**src/rtl/fcc_pkg.sv**
```systemverilog
package fcc_pkg;

    localparam int OPND_W = 64;
    localparam int FLAG_W = 4;
    localparam int MAG_W  = OPND_W - 1;

    typedef enum logic [1:0] {
        PREC_SGL = 2'b00,
        PREC_DBL = 2'b01,
        PREC_BAD = 2'b10,
        PREC_HLF = 2'b11
    } prec_e;

    typedef enum logic [0:0] {
        ST_IDLE = 1'b0,
        ST_RESP = 1'b1
    } state_e;

    typedef struct packed {
        logic             sign;
        logic [MAG_W-1:0] mag;
        logic             is_zero;
        logic             is_nan;
        logic             is_snan;
    } opnd_cls_t;

    localparam logic [FLAG_W-1:0] FL_LT = 4'b1000;
    localparam logic [FLAG_W-1:0] FL_EQ = 4'b0110;
    localparam logic [FLAG_W-1:0] FL_GT = 4'b0010;
    localparam logic [FLAG_W-1:0] FL_UN = 4'b0011;

endpackage

```
**src/rtl/fcc_classify.sv**
```systemverilog
module fcc_classify
    import fcc_pkg::*;
(
    input  prec_e             sel,
    input  logic [OPND_W-1:0] raw,
    output opnd_cls_t         cls
);

    logic exp_ones;
    logic frac_nz;
    logic frac_msb;

    always_comb begin
        cls = '0;
        unique case (sel)
            PREC_HLF: begin
                cls.sign = raw[15];
                cls.mag  = {{(MAG_W-15){1'b0}}, raw[14:0]};
                exp_ones = &raw[14:10];
                frac_nz  = |raw[9:0];
                frac_msb = raw[9];
            end
            PREC_DBL: begin
                cls.sign = raw[63];
                cls.mag  = raw[62:0];
                exp_ones = &raw[62:52];
                frac_nz  = |raw[51:0];
                frac_msb = raw[51];
            end
            default: begin
                cls.sign = raw[31];
                cls.mag  = {{(MAG_W-31){1'b0}}, raw[30:0]};
                exp_ones = &raw[30:23];
                frac_nz  = |raw[22:0];
                frac_msb = raw[22];
            end
        endcase
        cls.is_zero = (cls.mag == '0);
        cls.is_nan  = exp_ones & frac_nz;
        cls.is_snan = exp_ones & frac_nz & ~frac_msb;
    end

endmodule

```
**src/rtl/fcc_magcmp.sv**
```systemverilog
module fcc_magcmp
    import fcc_pkg::*;
(
    input  opnd_cls_t         a,
    input  opnd_cls_t         b,
    output logic [FLAG_W-1:0] flags,
    output logic              snan_hit
);

    logic mag_lt;
    logic val_lt;

    always_comb begin
        mag_lt   = (a.mag < b.mag);
        val_lt   = a.sign ? ~mag_lt : mag_lt;
        snan_hit = a.is_snan | b.is_snan;
        if (a.is_nan || b.is_nan)
            flags = FL_UN;
        else if (a.is_zero && b.is_zero)
            flags = FL_EQ;
        else if (a.sign != b.sign)
            flags = a.sign ? FL_LT : FL_GT;
        else if (a.mag == b.mag)
            flags = FL_EQ;
        else
            flags = val_lt ? FL_LT : FL_GT;
    end

endmodule

```
**src/rtl/fcc_cond_eval.sv**
```systemverilog
module fcc_cond_eval
    import fcc_pkg::*;
(
    input  logic [3:0]        code,
    input  logic [FLAG_W-1:0] flags,
    output logic              pass
);

    logic fn, fz, fc, fv;
    logic base;

    assign {fn, fz, fc, fv} = flags;

    always_comb begin
        unique case (code[3:1])
            3'd0: base = fz;
            3'd1: base = fc;
            3'd2: base = fn;
            3'd3: base = fv;
            3'd4: base = fc & ~fz;
            3'd5: base = (fn == fv);
            3'd6: base = ~fz & (fn == fv);
            default: base = 1'b1;
        endcase
        pass = (code[0] && code[3:1] != 3'd7) ? ~base : base;
    end

endmodule

```
**src/rtl/fcc_unit.sv**
```systemverilog
module fcc_unit
    import fcc_pkg::*;
#(
    parameter bit HALF_EN = 1'b1
) (
    input  logic              clk,
    input  logic              rst_n,
    input  logic              req_valid,
    input  logic [1:0]        prec_sel,
    input  logic [3:0]        cond_code,
    input  logic [FLAG_W-1:0] alt_flags,
    input  logic [FLAG_W-1:0] cur_flags,
    input  logic [OPND_W-1:0] opnd_a,
    input  logic [OPND_W-1:0] opnd_b,
    output logic              rsp_valid,
    output logic [FLAG_W-1:0] new_flags,
    output logic              invalid_op,
    output logic              undef_enc
);

    localparam int N_OPND = 2;

    state_e            state_q, state_d;
    prec_e             sel;
    logic [OPND_W-1:0] raw_v [N_OPND];
    opnd_cls_t         cls_v [N_OPND];
    logic [FLAG_W-1:0] cmp_flags;
    logic              snan_hit;
    logic              cond_pass;
    logic              is_undef;
    logic              cmp_en;
    logic [FLAG_W-1:0] flags_d;
    logic              inv_d;

    assign sel      = prec_e'(prec_sel);
    assign raw_v[0] = opnd_a;
    assign raw_v[1] = opnd_b;

    for (genvar gi = 0; gi < N_OPND; gi++) begin : g_cls
        fcc_classify u_cls (
            .sel (sel),
            .raw (raw_v[gi]),
            .cls (cls_v[gi])
        );
    end

    fcc_magcmp u_cmp (
        .a        (cls_v[0]),
        .b        (cls_v[1]),
        .flags    (cmp_flags),
        .snan_hit (snan_hit)
    );

    fcc_cond_eval u_cond (
        .code  (cond_code),
        .flags (cur_flags),
        .pass  (cond_pass)
    );

    always_comb begin
        is_undef = (sel == PREC_BAD) || (sel == PREC_HLF && !HALF_EN);
        cmp_en   = !is_undef && cond_pass;
        inv_d    = cmp_en && snan_hit;
        if (is_undef)
            flags_d = cur_flags;
        else if (cmp_en)
            flags_d = cmp_flags;
        else
            flags_d = alt_flags;
    end

    always_comb begin
        unique case (state_q)
            ST_IDLE: state_d = req_valid ? ST_RESP : ST_IDLE;
            ST_RESP: state_d = req_valid ? ST_RESP : ST_IDLE;
            default: state_d = ST_IDLE;
        endcase
    end

    always_ff @(posedge clk or negedge rst_n) begin
        if (!rst_n)
            state_q <= ST_IDLE;
        else
            state_q <= state_d;
    end

    always_ff @(posedge clk or negedge rst_n) begin
        if (!rst_n) begin
            new_flags  <= '0;
            invalid_op <= 1'b0;
            undef_enc  <= 1'b0;
        end else if (req_valid) begin
            new_flags  <= flags_d;
            invalid_op <= inv_d;
            undef_enc  <= is_undef;
        end else begin
            invalid_op <= 1'b0;
            undef_enc  <= 1'b0;
        end
    end

    assign rsp_valid = (state_q == ST_RESP);

endmodule

```
**config.mk**
```make
export PLATFORM = sky130hd
export DESIGN_NAME = fcc_unit
export DESIGN_NICKNAME = d
export VERILOG_FILES = /design/src/rtl/fcc_pkg.sv /design/src/rtl/fcc_classify.sv /design/src/rtl/fcc_magcmp.sv /design/src/rtl/fcc_cond_eval.sv /design/src/rtl/fcc_unit.sv
export SDC_FILE = /design/constraint.sdc
export NUM_CORES = 1
export LEC_CHECK = 0
export BUFFER_PORTS_ARGS = -buffer_cell sky130_fd_sc_hd__buf_2
export CORE_UTILIZATION = 48
export CTS_CLUSTER_SIZE = 28
export DETAILED_ROUTE_END_ITERATION = 7
export GPL_TIMING_DRIVEN = 0
export PLACE_DENSITY = 0.82
export SLEW_MARGIN = 20
export SYNTH_ARGS = -nofsm -noshare
export SYNTH_HDL_FRONTEND = slang
export SYNTH_SLANG_ARGS = --single-unit
```
**constraint.sdc**
```tcl
create_clock -name clk -period 1.15 [get_ports clk]
set_clock_uncertainty 0.2 [all_clocks]
set_input_delay 0.115 -clock clk [delete_from_list [all_inputs] [get_ports clk]]
set_output_delay 0.115 -clock clk [all_outputs]
set_load 0.005 [all_outputs]
```
# Word level (Yosys, flattened, before mapping)
# Index checks and enable logic that the tools add are counted.
dict set report word_totals {
  ff_bits 7
  in_bits 145
  out_inout_bits 7
  wordCells 73
}
dict set report classes {
  magnitude_cmp 1
  eq_ne 13
  n_mux 22
  bitwise 12
  reduce_logical 21
}
# op count
set op_table {}
lappend op_table {{$pmux W64 S2} 2}
lappend op_table {{$logic_not A63 Y1} 2}
lappend op_table {{$reduce_or A52 Y1} 2}
lappend op_table {{$eq A63 B63 Y1} 1}
lappend op_table {{$lt A63 B63 Y1} 1}
lappend op_table {{$reduce_or A23 Y1} 2}
lappend op_table {{$mux W4} 8}
lappend op_table {{$reduce_and A11 Y1} 2}
lappend op_table {{$reduce_or A10 Y1} 2}
lappend op_table {{$reduce_and A8 Y1} 2}
lappend op_table {{$pmux W1 S2} 6}
lappend op_table {{$reduce_and A5 Y1} 2}
lappend op_table {{$eq A3 B3 Y1 const B} 3}
lappend op_table {{$pmux W1 S7} 1}
lappend op_table {{$and A1 B1 Y1} 6}
lappend op_table {{$eq A3 B2 Y1 const B} 2}
lappend op_table {{$mux W1} 5}
lappend op_table {{$not A1 Y1} 5}
lappend op_table {{$eq A2 B2 Y1 const B} 2}
lappend op_table {{$logic_and A1 B1 Y1} 4}
lappend op_table {{$eq A3 B1 Y1 const B} 1}
lappend op_table {{$logic_not A3 Y1} 1}
lappend op_table {{$ne A3 B3 Y1 const B} 1}
lappend op_table {{$eq A2 B1 Y1 const B} 1}
lappend op_table {{other kinds (5)} 5}

# Logic depth before layout (Yosys ltp)
# Gate-level depths: netlist of run 1.
dict set report logic_depth {
  ltp_word 12
  ltp_mapped 14
}

# Hierarchy
# Synthesis of run 1 repeated with hierarchy kept, for this count alone.
dict set report unflattened {
  cells_unflattened 538
  hier_area_um2 3784.9
}
# mod n_inst cells_each area_per_inst_um2 seq_area_each_um2
set by_module_without_submodules {}
lappend by_module_without_submodules {fcc_magcmp 1 244 1729.2 0.0}
lappend by_module_without_submodules {fcc_classify 2 121 779.5 0.0}
lappend by_module_without_submodules {fcc_unit 1 34 364.1 175.2}
lappend by_module_without_submodules {fcc_cond_eval 1 18 132.6 0.0}

# Worst setup path before layout of run 1
# Ideal clock, no wire load.
dict set report synth_timing {
  path_kind {input to register}
  startpoint {in prec_sel[0]}
  endpoint {reg new_flags[1]}
  setup_ns 0.122
  arrival_ns 2.638
  t_required_ns 0.828
  slack_ns -1.810
  cell_stages 14
  path_buffers 3
  cell_sequence {buf_6 > and2b_2 > clkbuf_1 > clkbuf_1 > nand2_1 > ha_1 > a21o_1 > nand3_1 > a21oi_1 > o41a_1 > nor4_1 > mux2i_1 > a31oi_1 > o2bb2ai_1}
}
dict set report synth_between {
  elab_chain_cells 12
  word_cells_on_any_way 30
  cone_classes {order compare: 1; eq/ne: 5; mux: 15; bitwise: 3; reduce/logical: 6}
}
# element line_no
set synth_lines {}
lappend synth_lines {{start: declaration} fcc_unit.sv:9} ;# input logic [1:0] prec_sel,
lappend synth_lines {{$eq A2 B1 Y1 or $eq A2 B2 Y1 (tied branches)} fcc_classify.sv:15} ;# unique case (sel)
lappend synth_lines {{$pmux W64 S2} fcc_classify.sv:15}
lappend synth_lines {{$lt A63 B63 Y1} fcc_magcmp.sv:14} ;# mag_lt = (a.mag < b.mag);
lappend synth_lines {{$not A1 Y1} fcc_magcmp.sv:15} ;# val_lt = a.sign ? ~mag_lt : mag_lt;
lappend synth_lines {{$mux W1} fcc_magcmp.sv:15}
lappend synth_lines {{$mux W4} fcc_magcmp.sv:26} ;# flags = val_lt ? FL_LT : FL_GT;
lappend synth_lines {{$mux W4} fcc_magcmp.sv:23} ;# else if (a.mag == b.mag)
lappend synth_lines {{$mux W4} fcc_magcmp.sv:21} ;# else if (a.sign != b.sign)
lappend synth_lines {{$mux W4} fcc_magcmp.sv:19} ;# else if (a.is_zero && b.is_zero)
lappend synth_lines {{$mux W4} fcc_magcmp.sv:17} ;# if (a.is_nan || b.is_nan)
lappend synth_lines {{$mux W4} fcc_unit.sv:66} ;# else if (cmp_en)
lappend synth_lines {{$mux W4 (*)} fcc_unit.sv:64} ;# if (is_undef)
lappend synth_lines {{end signal: assignment} fcc_unit.sv:93} ;# new_flags <= flags_d;
lappend synth_lines {{end: declaration} fcc_unit.sv:16} ;# output logic [FLAG_W-1:0] new_flags,
# Mark *: on every way between the ends. The rest lies on a longest branch, timed or not.
# A chain may end at the register's enable or synchronous reset.

# Worst setup path after layout of run 1
dict set report layout_timing {
  startpoint {in prec_sel[1]}
  endpoint {reg new_flags[3]}
}
# Same word-level chain as after synthesis.

==> results of run 1 <==
layer usage:
metal	part of all wire, %	routed length, µm
met4	4.6	542
met3	9.5	1119
met2	47	5537
met1	39	4562
met5	0	0
cells in the mapped netlist (9+ instances only):
cell type,number
inv_1,19
and2_1,49
a21oi_1,29
nand4_1,31
nor2_1,19
ha_1,63
nand2_1,81
nor4_1,26
o21ai_0,15
clkbuf_1,11
nor3_1,11
nand3_1,9
final timing paths:
path,startpoint,to,slack [ns],cells after the start
max,prec_sel[1],new_flags[3],-1.90,15
min,alt_flags[2],new_flags[2],-0.002,3
max reg2reg,new_flags[3],new_flags[3],0.22,2
min reg2reg,new_flags[0],new_flags[0],0.36,2
max in group asynchronous,rst_n,new_flags[3],0.56,2
min in group asynchronous,rst_n,invalid_op,0.04,2
metrics by stage:
stage | setup WS, ns | hold slack, ns | cells | setup TNS, ns | power [mW]
floorplan | -1.547 | -0.3806 | 439 | -5.551 | 1.058
global placement | -2.186 | -0.2506 | 664 | -8.202 | 1.577
detailed placement | -2.179 | -0.2492 | 664 | -8.398 | 1.629
CTS | -1.657 | -0.002043 | 680 | -5.865 | 2.093
global route | -1.930 | 0.01673 | 684 | -7.189 | 2.405
finish | -1.903 | -0.002316 | 684 | -6.943 | 2.232
logic make-up (layout without fill, tap and decap cells):
group | after synthesis | count (layout) | synth area share [%]
fa+ha+maj | 63 | 63 | 25.94
buf+inv | 33 | 203 | 4.652
xor+xnor | 3 | 3 | 0.8647
flops | 7 | 7 | 5.764
compound gates | 80 | 80 | 16.59
simple gates | 246 | 246 | 43.47
mux | 7 | 7 | 2.717
power groups by stage:
stage          clock network (mW)  registers (mW)  logic (mW)
2_1_floorplan                   0           0.289       0.768
4_1_cts                     0.351           0.285        1.46
5_1_grt                     0.381           0.288        1.74
3_3_place_gp                    0           0.287        1.29
6_report                    0.355           0.285        1.59
3_5_place_dp                    0           0.288        1.34
what timing repair did:
item	in CTS	in global routing
resized for setup	37	32
hold buffers	4	0
gates cloned	2	0
buffers inserted	6	4
endpoints found under the hold margin	11	0
setup endpoints to repair	6	5
pin swaps	13	19
critical path: stages:
cell and delay (ns):
buf_8 0.09, and2b_2 0.25, buf_8 0.16, buf_8 0.13
buf_4 0.13, and2_1 0.15, ha_1 0.28, nand4_1 0.23
nor4_4 0.32, nand4_1 0.28, buf_4 0.23, nor2_1 0.16
nor2_1 0.09, a31oi_1 0.24, a21oi_1 0.11
sequential cells by signal (all words and copies together) (netlist names):
signal / flops
new_flags: 4
invalid_op: 1
rsp_valid: 1
undef_enc: 1
cell type report:
cell class	count	area [µm²]	area share, %
Inverter	19	71.32	1.545
Clock buffer	4	45.04	0.9759
Buffer	14	176.4	3.822
Multi-Input combinational cell	399	3139	68.01
Sequential cell	7	175.2	3.795
Tap cell	75	93.84	2.033
Timing Repair Buffer	166	914.6	19.82
==> results_tabular.tex, run 1 <==
\begin{tabular}{lr}
\hline
Metric & Value \\
\hline
\multicolumn{2}{l}{\textbf{STA}} \\
Number of pins with negative max-slew slack in the final report & 0 \\
Tightest hold margin & -0.002316 ns \\
Final Critical Period & roughly 3 ns \\
Crit share post-route & 265.5\% \\
Worst Tran Pin Value & 0.6864 ns \\
Setup repair after global routing missed its margin & true \\
Final-report hold violation count & 1 \\
Post-layout worst setup margin & -1.903 ns \\
Tightest slew margin relative to the limit & between 50\% and 60\% \\
Setup-violating endpoint count in the final report & 5 \\
Highest attainable clock frequency & roughly 330 MHz \\
\multicolumn{2}{l}{\textbf{Synthesis}} \\
Dominant register cell in the synthesized netlist & dfrtp\_1 \\
Post-synthesis async set-or-reset flop share & 100.0\% \\
Cell Area, Synth & a little over 0.003 mm² \\
Largest area contributor in the synthesized netlist & ha\_1 \\
Post-synthesis net count & 647 \\
Register bit count reported by yosys & 7 \\
Synth top area share & 25.94\% \\
Gate count after technology mapping & 439 \\
Synthesized area per cell & 6.923 µm² \\
Synth Warn \# & 0 \\
Dominant cells by area after synthesis & ha\_1, and2\_1, nand2\_1, nand4\_1, dfrtp\_1 \\
Post-synth cell types & 47 \\
Count of flip-flops with a built-in enable after synthesis & 0 \\
Sequential fraction of the synthesis area & 5.764\% \\
\multicolumn{2}{l}{\textbf{Detailed routing}} \\
Remaining number of nets flagged by the antenna check after routing & 0 \\
DR vias & approximately 4400 \\
Routed wire length & 11760 µm \\
Number of vias per cell after detailed routing & 6.383 \\
Average wire per standard cell & about 17 µm \\
DRT Pass-1 Iters & 6 \\
Number of DRC violations after detailed-routing iteration 0 & slightly below 400 \\
DRC & 0 \\
\multicolumn{2}{l}{\textbf{Clocking}} \\
Clock network latency to the later pin of the worst-skew pair & $\sim$0.23 ns \\
Clock buffer depth & 2 \\
Clock Tree Root & clkbuf\_8 \\
Clock transition at the registers of the reported paths & around 0.040 ns \\
Clock sink count & 7 \\
Clock tree from TritonCTS & built \\
Inserted Clock Buffers & 3 \\
Depth of the CTS H-tree & 1 \\
\multicolumn{2}{l}{\textbf{Finish}} \\
Share of the core filled with cells & 76.60\% \\
Fin area & 0.004616 mm² \\
Ant diodes & 0 \\
Most common library cell in the layout ignoring fill and taps & buf\_2 \\
Layout overhead on the synthesized area & 51.87\% \\
Most frequent cells in the layout & buf\_2, nand2\_1, ha\_1 \\
Layout filler cell count & about 450 \\
Number of nets in the layout & 818 \\
Fraction of layout cells with a size suffix above 1 & 41.22\% \\
\multicolumn{2}{l}{\textbf{GRT}} \\
Grt ovf & 0 \\
Met1 capacity usage during global routing & about two fifths \\
GRT Max-Usage Layer & met2 \\
Global-route wire length before repair & 17100 µm \\
Met3 demand-to-capacity share in global routing & 4.111\% \\
Maximum number of pins on one net before global-route repair & 11 \\
Met2 Resource Use GR & 58.92\% \\
Overall routing resource usage & roughly a third \\
Initial antenna violation count & 0 \\
Number of global-route vias before repair & 3820 \\
\multicolumn{2}{l}{\textbf{Critical path}} \\
Kind of critical path & in2reg \\
Critical path fanouts, max & 6 \\
Required time at the worst-slack endpoint & 1.05 ns \\
Nature of the critical path startpoint & input port \\
Arrival time at the worst endpoint & 2.95 ns \\
Worst setup EP type & flip-flop \\
\multicolumn{2}{l}{\textbf{Place}} \\
Weighted congestion reported at the end of routability-driven placement & 0.9107 \\
Count of input and output buffers & 150 \\
Placement Cell Area & 0.004078 mm² \\
Post-detail-place hpwl & 8926 µm \\
\multicolumn{2}{l}{\textbf{Outcome}} \\
Run status & complete, but fails checks \\
Violated checks & negative hold slack, negative setup slack \\
\multicolumn{2}{l}{\textbf{Run}} \\
Number of max-cap violations & 0 \\
\multicolumn{2}{l}{\textbf{Floorplan}} \\
Initial Util & approximately half \\
Total die area & between 0.006 and 0.007 mm² \\
Placement Rows & 28 \\
Die outline width & 81.57 µm \\
Top-Level Pins & 152 \\
Core area & 0.006026 mm² \\
Die H & slightly above 80 µm \\
\multicolumn{2}{l}{\textbf{Pwr}} \\
Combinational group share of total power & a little under three quarters \\
Switching power summed over all nets & 0.9714 mW \\
Internal Dissipation & 1.260 mW \\
Clock share of power & 15.9\% \\
Net switching fraction of the power & 43.53\% \\
Peak supply drop & about 0.67 mV \\
Power share of the sequential group & 12.8\% \\
Cell area power density & just under 500 mW/mm² \\
Leakage component of the power & 2.136 nW \\
\multicolumn{2}{l}{\textbf{Worst hold path}} \\
Type of the tightest min-delay check & in2reg \\
\hline
\end{tabular}
Power figures use the tool's default switching activity.
==> run 2, diff against run 1 <==
Settings changed: CORE_UTILIZATION 48 to 43, PLACE_DENSITY 0.82 to 0.78.
Clock period 1.15 ns to 2.7 ns, I/O delays scaled along.
==> run 2 against run 1 <==
Against the previous run: the run ends with negative setup slack left; first-iteration DRC count fell by 47%; register-to-register slack improved by 1.6 ns; cell count rose by 2.3%; die area rose by 11%.
==> results_tabular.tex, run 2 (synthesized netlist as in run 1, its figures left out) <==
\begin{tabular}{lr}
\hline
Metric & Value \\
\hline
\multicolumn{2}{l}{\textbf{STA}} \\
Setup repair after global routing missed its margin & true \\
Setup-violating endpoint count in the final report & 2 (-3) \\
Highest attainable clock frequency & $\sim$330 MHz \\
Worst Tran Pin Value & 0.5642 ns (-0.1222 ns) \\
Final-report hold violation count & 0 (-1) \\
Crit share post-route & 111.4\% \\
Final Critical Period & approximately 3 ns \\
Tightest slew margin relative to the limit & 62.04\% (+8.2 points) \\
Summed negative setup slack over all endpoints & -0.5824 ns (+6.360 ns) \\
Tightest hold margin & 0.06730 ns (+0.06962 ns) \\
Number of pins with negative max-slew slack in the final report & 0 (unchanged) \\
Post-layout worst setup margin & -0.3078 ns (+1.595 ns) \\
\multicolumn{2}{l}{\textbf{Pwr}} \\
Switching power summed over all nets & 0.3903 mW (-60\%) \\
Cell area power density & 206.9 mW/mm² (-57\%) \\
Clock share of power & 17.3\% (+1.4 points) \\
Combinational group share of total power & 69.2\% (-2.2 points) \\
Internal Dissipation & 0.5135 mW (-59\%) \\
Peak supply drop & 0.1724 mV (-74\%) \\
Net switching fraction of the power & 43.18\% (-0.35 points) \\
Power share of the sequential group & 13.4\% (+0.6 points) \\
Leakage component of the power & 2.075 nW (-2.8\%) \\
\multicolumn{2}{l}{\textbf{Floorplan}} \\
Placement Rows & 30 (+7.1\%) \\
Total die area & 0.007408 mm² (+11\%) \\
Die H & 86.07 µm (+5.5\%) \\
Core area & 0.006794 mm² (+13\%) \\
Top-Level Pins & 152 (unchanged) \\
Die outline width & 86.07 µm (+5.5\%) \\
Initial Util & 44.73\% (-5.7 points) \\
\multicolumn{2}{l}{\textbf{Finish}} \\
Area taken by multi-input logic gates & 0.002974 mm² (-5.3\%) \\
Top reg by flops & new\_flags \\
Register cell area after layout & 175.2 µm² (unchanged) \\
Fraction of layout cells with a size suffix above 1 & 36.75\% (-4.5 points) \\
Number of nets in the layout & 813 (-0.61\%) \\
Most common library cell in the layout ignoring fill and taps & buf\_2 \\
Most frequent cells in the layout & buf\_2, nand2\_1, ha\_1 \\
Ant diodes & 0 (unchanged) \\
Layout overhead on the synthesized area & 43.76\% \\
Layout filler cell count & 651 (+44\%) \\
Flip-flop count of the largest register after layout & 4 (unchanged) \\
\multicolumn{2}{l}{\textbf{Critical path}} \\
Kind of critical path & in2reg \\
Worst setup EP type & flip-flop \\
Nature of the critical path startpoint & input port \\
Required time at the worst-slack endpoint & 2.62 ns (+1.57 ns) \\
Arrival time at the worst endpoint & 2.92 ns (-0.03 ns) \\
Critical path fanouts, max & 6 (unchanged) \\
\multicolumn{2}{l}{\textbf{GRT}} \\
Grt ovf & 0 (unchanged) \\
Number of global-route vias before repair & 3983 (+4.3\%) \\
Maximum number of pins on one net before global-route repair & 11 (unchanged) \\
Overall routing resource usage & 28.95\% (-3.6 points) \\
Initial antenna violation count & 0 (unchanged) \\
Global-route wire length before repair & 17480 µm (+2.3\%) \\
\multicolumn{2}{l}{\textbf{Clocking}} \\
Clock transition at the registers of the reported paths & 0.04 ns (about the same) \\
Clock tree from TritonCTS & built \\
Inserted Clock Buffers & 3 (unchanged) \\
Clock sink count & 7 (unchanged) \\
Clock Tree Root & clkbuf\_8 \\
Depth of the CTS H-tree & 1 (unchanged) \\
Clock buffer depth & 2 (unchanged) \\
Clock network latency to the later pin of the worst-skew pair & 0.23 ns (about the same) \\
\multicolumn{2}{l}{\textbf{Detailed routing}} \\
DRT Pass-1 Iters & 5 (-1) \\
Routed wire length & 10770 µm (-8.4\%) \\
Average wire per standard cell & 15.39 µm (-11\%) \\
Number of DRC violations after detailed-routing iteration 0 & 208 (-47\%) \\
DRC & 0 (unchanged) \\
DR vias & 4137 (-5.2\%) \\
Number of vias per cell after detailed routing & 5.910 (-7.4\%) \\
Remaining number of nets flagged by the antenna check after routing & 0 (unchanged) \\
\multicolumn{2}{l}{\textbf{Place}} \\
Worst-case setup slack after placement & -0.7936 ns (+1.386 ns) \\
Count of input and output buffers & 150 (unchanged) \\
Post-detail-place hpwl & 9104 µm (+2.0\%) \\
Weighted congestion reported at the end of routability-driven placement & 0.9301 (+2.1\%) \\
\multicolumn{2}{l}{\textbf{Outcome}} \\
Violated checks & negative setup slack \\
Run status & complete, but fails checks \\
\multicolumn{2}{l}{\textbf{Worst hold path}} \\
Type of the tightest min-delay check & in2reg \\
\multicolumn{2}{l}{\textbf{Run}} \\
Number of max-cap violations & 0 (unchanged) \\
\hline
\end{tabular}
==> run 2: area by class of cell <==
cell class                      instances  share of cell area, %
Buffer                                 13                  2.921
Clock buffer                            4                  1.031
Inverter                               19                  1.632
Multi-Input combinational cell        400                  68.07
Sequential cell                         7                  4.009
Tap cell                               96                  2.749
Timing Repair Buffer                  161                  19.59
==> run 2: worst paths after layout <==
| path | startpoint | depth (start not counted) | slack, ns | to |
|---|---|---|---|---|
| setup / recovery | prec_sel[1] | 14 | -0.31 | new_flags[1] |
| hold / removal | alt_flags[3] | 3 | 0.07 | new_flags[3] |
| setup reg to reg | new_flags[1] | 2 | 1.78 | new_flags[1] |
| hold reg to reg | new_flags[0] | 2 | 0.34 | new_flags[0] |
| max in group asynchronous | rst_n | 2 | 1.94 | new_flags[3] |
| min in group asynchronous | rst_n | 2 | 0.20 | new_flags[1] |
==> run 2: power groups by stage <==
| stage | registers [mW] | logic [mW] | clock network, mW |
|---|---|---|---|
| after floorplan | 0.123 | 0.323 | 0 |
| after global placement | 0.122 | 0.548 | 0 |
| after detailed placement | 0.123 | 0.568 | 0 |
| after CTS | 0.121 | 0.596 | 0.154 |
| after global routing | 0.122 | 0.692 | 0.161 |
| final | 0.121 | 0.626 | 0.157 |
==> run 2: what timing repair did <==
action	in CTS	in global routing
setup endpoints to repair	3	3
endpoints found under the hold margin	8	0
cloned	1	0
resized for setup	17	20
pin swaps	9	15
hold buffers	2	0
buffers inserted	8	1
==> run 2: worst max-delay path, stage by stage <==
cell and delay (ns):
buf_8 0.11, and2b_4 0.31, buf_8 0.12, buf_6 0.12, and2_4 0.15, ha_1 0.23, nand4_1 0.16, nor2_1 0.06
a22oi_1 0.23, o211ai_1 0.17, nor4_2 0.37, mux2i_1 0.31, a31oi_2 0.15, o2bb2ai_2 0.16
==> run 2: through the flow <==
step	power, mW	instances	util, %	area (µm²)
6_report	0.9038	700	64.31	4369
5_1_grt	0.9747	700	64.31	4369
4_1_cts	0.8705	699	62.84	4269
3_5_place_dp	0.6902	685	60.06	4080
3_3_place_gp	0.6697	685	60.06	4080
2_1_floorplan	0.4466	439	-	3209
==> run 2: routing by layer <==
| metal | share of wire, % | global-route usage [%] |
|---|---|---|
| met4 | 3.2 | 9.394 |
| met5 | 0 | 0 |
| met3 | 6.9 | 1.829 |
| met2 | 48 | 52.09 |
| met1 | 42 | 36.55 |
